`config.mk`:
```
export PLATFORM = sky130hd
export DESIGN_NAME = sba_engine
export DESIGN_NICKNAME = d
export VERILOG_FILES = /design/src/rtl/sba_pkg.sv /design/src/rtl/sba_gate.sv /design/src/rtl/sba_lanes.sv /design/src/rtl/sba_engine.sv
export SDC_FILE = /design/constraint.sdc
export NUM_CORES = 1
export LEC_CHECK = 0
export BUFFER_PORTS_ARGS = -buffer_cell sky130_fd_sc_hd__clkbuf_2
export CORE_MARGIN = 5
export CORE_UTILIZATION = 41
export DETAILED_ROUTE_END_ITERATION = 7
export GPL_ROUTABILITY_DRIVEN = 0
export PLACE_DENSITY = 0.61
export SLEW_MARGIN = 10
export SYNTH_ARGS = -nofsm -noshare
export SYNTH_HDL_FRONTEND = slang
export SYNTH_SLANG_ARGS = --single-unit
```
`constraint.sdc`:
```
create_clock -name clk -period 6.55 [get_ports clk]
set_input_delay 0.9825 -clock clk [delete_from_list [all_inputs] [get_ports clk]]
set_output_delay 0.9825 -clock clk [all_outputs]
set_load 0.02 [all_outputs]
```
`src/rtl/sba_pkg.sv`:
```
package sba_pkg;
  localparam logic [1:0] SEL_CTRL = 2'd0;
  localparam logic [1:0] SEL_ADDR = 2'd1;
  localparam logic [1:0] SEL_DATA = 2'd2;

  localparam logic [2:0] ERR_NONE  = 3'd0;
  localparam logic [2:0] ERR_BUS   = 3'd2;
  localparam logic [2:0] ERR_ALIGN = 3'd3;
  localparam logic [2:0] ERR_SIZE  = 3'd4;

  localparam int F_RDADDR  = 3;
  localparam int F_RDDATA  = 4;
  localparam int F_AUTOINC = 5;
  localparam int F_ERR_LO  = 7;
  localparam int F_BUSYERR = 10;

  typedef enum logic [1:0] {ST_IDLE, ST_REQ, ST_RSP} sba_state_t;
endpackage

```
`src/rtl/sba_gate.sv`:
```
module sba_gate #(
  parameter int AW = 32
) (
  input  logic          trig,
  input  logic [2:0]    size,
  input  logic [AW-1:0] addr,
  input  logic [2:0]    err_q,
  input  logic          busyerr_q,
  output logic          go,
  output logic          flag_err,
  output logic [2:0]    err_code
);
  import sba_pkg::*;
  logic blocked, bad_size, misal;

  always_comb begin
    blocked  = (err_q != ERR_NONE) || busyerr_q;
    bad_size = size > 3'd2;
    unique case (size)
      3'd1:    misal = addr[0];
      3'd2:    misal = |addr[1:0];
      default: misal = 1'b0;
    endcase
    go       = trig && !blocked && !bad_size && !misal;
    flag_err = trig && !blocked && (bad_size || misal);
    err_code = bad_size ? ERR_SIZE : ERR_ALIGN;
  end
endmodule

```
`src/rtl/sba_lanes.sv`:
```
module sba_lanes #(
  parameter int DW = 32
) (
  input  logic [1:0]    size,
  input  logic [1:0]    addr_lo,
  input  logic [DW-1:0] wr_word,
  input  logic [DW-1:0] bus_rdata,
  output logic [DW-1:0] wr_rep,
  output logic [DW-1:0] rd_pick
);
  localparam int NB = DW / 8;
  localparam int NH = DW / 16;
  logic [DW-1:0] rb_rep, rh_rep;
  logic [DW-1:0] shifted;

  for (genvar b = 0; b < NB; b++) begin : g_brep
    assign rb_rep[b*8 +: 8] = wr_word[7:0];
  end
  for (genvar h = 0; h < NH; h++) begin : g_hrep
    assign rh_rep[h*16 +: 16] = wr_word[15:0];
  end

  always_comb begin
    unique case (size)
      2'd0:    wr_rep = rb_rep;
      2'd1:    wr_rep = rh_rep;
      default: wr_rep = wr_word;
    endcase
    shifted = bus_rdata >> {addr_lo, 3'b000};
    unique case (size)
      2'd0:    rd_pick = {{(DW-8){1'b0}}, shifted[7:0]};
      2'd1:    rd_pick = {{(DW-16){1'b0}}, shifted[15:0]};
      default: rd_pick = bus_rdata;
    endcase
  end
endmodule

```
`src/rtl/sba_engine.sv`:
```
module sba_engine #(
  parameter int AW = 32
) (
  input  logic          clk,
  input  logic          rst_n,
  input  logic          reg_wr_en,
  input  logic          reg_rd_en,
  input  logic [1:0]    reg_sel,
  input  logic [31:0]   reg_wdata,
  output logic [31:0]   reg_rdata,
  output logic          bus_req_valid,
  input  logic          bus_req_ready,
  output logic          bus_req_write,
  output logic [1:0]    bus_req_size,
  output logic [AW-1:0] bus_req_addr,
  output logic [31:0]   bus_req_wdata,
  input  logic          bus_rsp_valid,
  input  logic          bus_rsp_err,
  input  logic [31:0]   bus_rsp_rdata,
  output logic          bus_master_id
);
  import sba_pkg::*;
  localparam int DW = 32;

  sba_state_t    st_q;
  logic [AW-1:0] addr_q, req_addr_q, chk_addr;
  logic [DW-1:0] data_q, rd_pick, wr_rep;
  logic [2:0]    size_q, err_q, gate_code;
  logic [1:0]    req_size_q;
  logic          req_wr_q, rdaddr_q, rddata_q, autoinc_q, busyerr_q;
  logic          busy, in_rsp, hit_ad, busy_hit, wr_ctrl, wr_addr, wr_data, rd_data;
  logic          trig, go, gate_err;

  always_comb begin
    busy     = st_q != ST_IDLE;
    in_rsp   = st_q == ST_RSP;
    hit_ad   = (reg_wr_en || reg_rd_en) && (reg_sel == SEL_ADDR || reg_sel == SEL_DATA);
    busy_hit = hit_ad && busy;
    wr_ctrl  = reg_wr_en && reg_sel == SEL_CTRL;
    wr_addr  = reg_wr_en && reg_sel == SEL_ADDR && !busy;
    wr_data  = reg_wr_en && reg_sel == SEL_DATA && !busy;
    rd_data  = reg_rd_en && !reg_wr_en && reg_sel == SEL_DATA && !busy;
    trig     = (wr_addr && rdaddr_q) || wr_data || (rd_data && rddata_q);
    chk_addr = wr_addr ? reg_wdata[AW-1:0] : addr_q;
  end

  sba_gate #(.AW(AW)) u_gate (
    .trig      (trig),
    .size      (size_q),
    .addr      (chk_addr),
    .err_q     (err_q),
    .busyerr_q (busyerr_q),
    .go        (go),
    .flag_err  (gate_err),
    .err_code  (gate_code)
  );

  sba_lanes #(.DW(DW)) u_lanes (
    .size      (req_size_q),
    .addr_lo   (req_addr_q[1:0]),
    .wr_word   (data_q),
    .bus_rdata (bus_rsp_rdata),
    .wr_rep    (wr_rep),
    .rd_pick   (rd_pick)
  );

  always_ff @(posedge clk or negedge rst_n) begin
    if (!rst_n) begin
      st_q       <= ST_IDLE;
      addr_q     <= '0;
      data_q     <= '0;
      size_q     <= 3'd2;
      rdaddr_q   <= 1'b0;
      rddata_q   <= 1'b0;
      autoinc_q  <= 1'b0;
      err_q      <= ERR_NONE;
      busyerr_q  <= 1'b0;
      req_addr_q <= '0;
      req_size_q <= 2'd2;
      req_wr_q   <= 1'b0;
    end else begin
      if (wr_ctrl) begin
        size_q    <= reg_wdata[2:0];
        rdaddr_q  <= reg_wdata[F_RDADDR];
        rddata_q  <= reg_wdata[F_RDDATA];
        autoinc_q <= reg_wdata[F_AUTOINC];
        err_q     <= err_q & ~reg_wdata[F_ERR_LO +: 3];
        busyerr_q <= busyerr_q & ~reg_wdata[F_BUSYERR];
      end
      if (wr_addr) addr_q <= reg_wdata[AW-1:0];
      if (wr_data) data_q <= reg_wdata;
      if (busy_hit) busyerr_q <= 1'b1;
      if (gate_err) err_q <= gate_code;
      unique case (st_q)
        ST_IDLE: if (go) begin
          st_q       <= ST_REQ;
          req_addr_q <= chk_addr;
          req_size_q <= size_q[1:0];
          req_wr_q   <= wr_data;
        end
        ST_REQ: if (bus_req_ready) st_q <= ST_RSP;
        ST_RSP: if (bus_rsp_valid) begin
          st_q <= ST_IDLE;
          if (bus_rsp_err) begin
            err_q <= ERR_BUS;
          end else begin
            if (!req_wr_q) data_q <= rd_pick;
            if (autoinc_q) addr_q <= req_addr_q + (AW'(1) << req_size_q);
          end
        end
        default: st_q <= ST_IDLE;
      endcase
    end
  end

  always_comb begin
    unique case (reg_sel)
      SEL_CTRL: reg_rdata = {21'd0, busyerr_q, err_q, busy, autoinc_q, rddata_q, rdaddr_q, size_q};
      SEL_ADDR: reg_rdata = 32'(addr_q);
      SEL_DATA: reg_rdata = data_q;
      default:  reg_rdata = '0;
    endcase
    bus_req_valid = st_q == ST_REQ;
    bus_req_write = req_wr_q;
    bus_req_size  = req_size_q;
    bus_req_addr  = req_addr_q;
    bus_req_wdata = wr_rep;
    bus_master_id = busy;
  end
endmodule

```
==> impl_metrics.env <==
export IMPL_drc_errors=0
export IMPL_place_inst=1114
export IMPL_final_cell_count_no_fill=1130
export IMPL_worst_hold_path_type="reg2reg"
export IMPL_synthCells=777
export IMPL_met1Wirelength_um=11500
export IMPL_status="finished, final reports clean"
export IMPL_dieArea_um2=19900
export IMPL_numCtsBuffers=9
export IMPL_grt_setup_unrepaired="no"
export IMPL_place_area_um2=7950
export IMPL_io_buffer_count=173
export IMPL_path_clk_slew_ns=0.07
export IMPL_cts_root_buffer="clkbuf_16"
export IMPL_p_per_area_nw_per_um2=442
export IMPL_post_cts_resized=0
export IMPL_die_w_um=141
export IMPL_antenna_found_initial=0
export IMPL_ctsHoldBuffers=0
export IMPL_insertion_delay_ns=0.36
export IMPL_ys_types=55
export IMPL_peakVddDrop_mv=0.187
export IMPL_drtIter0Drc=758
export IMPL_synth_top_area_share_pct=38.7
export IMPL_cp_start_kind="input pin"
export IMPL_worstReg2RegEnd="addr_q[30]"
export IMPL_worst_setup_path_end_kind="register"
export IMPL_worst_path_max_fanout=33
export IMPL_tightest_slew_ns=1.19
export IMPL_dr_pass1_iters=6
export IMPL_min_to="err_q[1]"
export IMPL_fin_skew_ns=0.0111
export IMPL_synth_edf_count=0
export IMPL_min_from="err_q[1]"
export IMPL_antenna_left=0
export IMPL_synth_warnings=0
export IMPL_cts_tree="yes"
export IMPL_report_final_slew_viol_count=0
export IMPL_tns_ns=0
export IMPL_crit_arrival_ns=4.67
export IMPL_ys_ff_latch=111
export IMPL_drive_gt1_share_pct=26.0
export IMPL_fin_nets=981
export IMPL_synth_common_cells="109 x dfrtp_1, 100 x nand2_1, 85 x mux2i_1"
export IMPL_r2r_start="bus_req_size[0]"
export IMPL_postLayoutCellArea_um2=8220
export IMPL_dpl_hpwl_um=19100
export IMPL_synth_most_common_cell="dfrtp_1"
export IMPL_power_leakage_nw=3.64
export IMPL_htreeDepth=3
export IMPL_io_pins=174
export IMPL_r2r_cells=9
export IMPL_initial_core_util_pct=41.3
export IMPL_post_cts_buffers=0
export IMPL_min_path_cells=2
export IMPL_grt_max_degree=65
export IMPL_syn2layout_area_growth_pct=16.7
export IMPL_synth_top_area_cell="dfrtp_1"
export IMPL_slew_headroom_pct=20.6
export IMPL_final_setup_viol_count=0
export IMPL_met3WireLength_um=3000
export IMPL_synth_flop_cell="dfrtp_1"
export IMPL_yosysSeqAreaShare_pct=39.5
export IMPL_grt_pass1_vias=6385
export IMPL_post_route_util_pct=48.2
export IMPL_fillers=1699
export IMPL_ys_top_cells_by_area="dfrtp_1 39%, mux2i_1 12%, a31oi_1 5.4%"
export IMPL_async_flop_share_pct=100
export IMPL_wl_met2_um=11000
export IMPL_gr_usage_all_layers_pct=25.5
export IMPL_wirelength_um=26000
export IMPL_syn_area_um2=7040
export IMPL_synth_fp_nets=858
export IMPL_fin_crit_ns=4.43
export IMPL_num_rows=48
export IMPL_avgSynthCellArea_um2=9.06
export IMPL_wl_per_cell_um=23.0
export IMPL_clockBufferDepth=2
export IMPL_maxCapViolations=0
export IMPL_worstSetupPathType="in2reg"
export IMPL_fin_crit_sh_pct=67.7
export IMPL_fmaxAchievable_mhz=226
export IMPL_cts_sinks=111
export IMPL_top_layer_used="met5"
export IMPL_core_area_um2=17100
export IMPL_ff2ff_setup_slack_ns=2.74
export IMPL_antennaDiodeCount=0
export IMPL_hold_viol=0
export IMPL_overflow=0
export IMPL_num_vias=6879
export IMPL_grt_pass1_wl_um=38900
export IMPL_required_ns=6.79
export IMPL_vias_per_cell=6.09
export IMPL_die_h_um=141
[final cells by class]
| type | count | area, um^2 | share of cell area, % |
|---|---|---|---|
| well taps | 225 | 282 | 3.43 |
| multi-input cells | 577 | 3860 | 47.0 |
| repair buffers | 187 | 973 | 11.8 |
| inverters | 14 | 52.6 | 0.639 |
| clock inverters | 6 | 37.5 | 0.457 |
| clock buffers | 10 | 229 | 2.79 |
| flip-flops and latches | 111 | 2780 | 33.8 |
[metal layers]
layer	GRT usage, %	vias to the layer above
li1	-	3104
met1	37.8	3321
met2	36.1	421
met3	7.02	31
met4	7.34	2
met5	1.25	-
[worst max-delay path, stage by stage]
cell,delay [ns]
clkbuf_2,0.10
inv_1,0.07
ha_1,0.14
buf_4,0.33
and4bb_2,0.34
mux2i_2,0.40
or2_1,0.80
and3_1,0.72
buf_4,0.39
mux2_1,0.36
[power by group]
group          internal (mW)  total [mW]  switching [mW]
registers              0.974        1.40           0.429
clock network          0.257       0.513           0.256
logic                  0.640        1.72            1.08
total                   1.87        3.63            1.76
[through the flow]
step / setup WS (ns) / total power, mW / hold slack (ns)
after global routing: 1.93 / 3.84 / 0.549
after CTS: 2.17 / 3.62 / 0.535
final: 2.12 / 3.63 / 0.546
after floorplan: 3.48 / 2.44 / 0.469
after global placement: 1.93 / 3.09 / 0.518
after detailed placement: 1.80 / 3.10 / 0.515
[state kept, by name (all words and copies together), names as in the netlist]
signal	count
rddata_q	1
addr_q	32
rdaddr_q	1
busyerr_q	1
data_q	32
st_q	2
autoinc_q	1
bus_req_write	1
bus_req_size	2
err_q	3
size_q	3
bus_req_addr	32
[cells in the final DEF (no fill, tap or decap), types with 3 or more instances in the layout]
| master | synthesis | final |
|---|---|---|
| clkbuf_2 | 0 | 172 |
| dfrtp_1 | 109 | 109 |
| nand2_1 | 100 | 100 |
| mux2i_1 | 85 | 85 |
| a31oi_1 | 61 | 61 |
| a21oi_1 | 53 | 53 |
| nor2_1 | 50 | 50 |
| o21ai_0 | 24 | 24 |
| mux2_2 | 23 | 23 |
| a22oi_1 | 21 | 21 |
| nand3_1 | 17 | 17 |
| a221oi_1 | 16 | 16 |
| xor2_1 | 15 | 15 |
| buf_4 | 12 | 15 |
| inv_1 | 14 | 14 |
| a222oi_1 | 11 | 11 |
| nand4_1 | 11 | 11 |
| xnor2_1 | 11 | 11 |
| clkbuf_16 | 0 | 9 |
| ha_1 | 8 | 8 |
| o22ai_1 | 7 | 7 |
| nor3_1 | 7 | 6 |
| and3_1 | 6 | 6 |
| nor4_1 | 4 | 4 |
| and2_1 | 4 | 4 |
| nor2b_1 | 4 | 4 |
| or3_1 | 4 | 3 |
| or4_1 | 3 | 3 |
| o31ai_1 | 3 | 3 |
| clkinvlp_4 | 0 | 3 |
| clkinv_2 | 0 | 3 |
[cells by family (layout without fill, tap and decap cells)]
logic type	after synthesis	after routing	share of synthesized area, %
fa+ha+maj	8	8	1.42
buf+inv	89	217	5.72
flops	111	111	39.5
compound gates	212	212	19.5
xor+xnor	26	26	3.23
simple gates	220	220	14.4
mux	111	111	16.3
[how the worst max path moves through the flow]
stage	to	cells after the start	slack [ns]	from
after floorplan	reg_rdata[31]	6	3.48	reg_sel[0]
after global placement	bus_req_write	10	1.93	reg_sel[1]
after detailed placement	bus_req_size[0]	10	1.80	reg_sel[1]
after CTS	bus_req_size[0]	10	2.17	reg_sel[1]
after global routing	bus_req_size[0]	10	1.93	reg_sel[1]
final	bus_req_size[0]	10	2.12	reg_sel[1]
(Power assumes the default switching activity.)
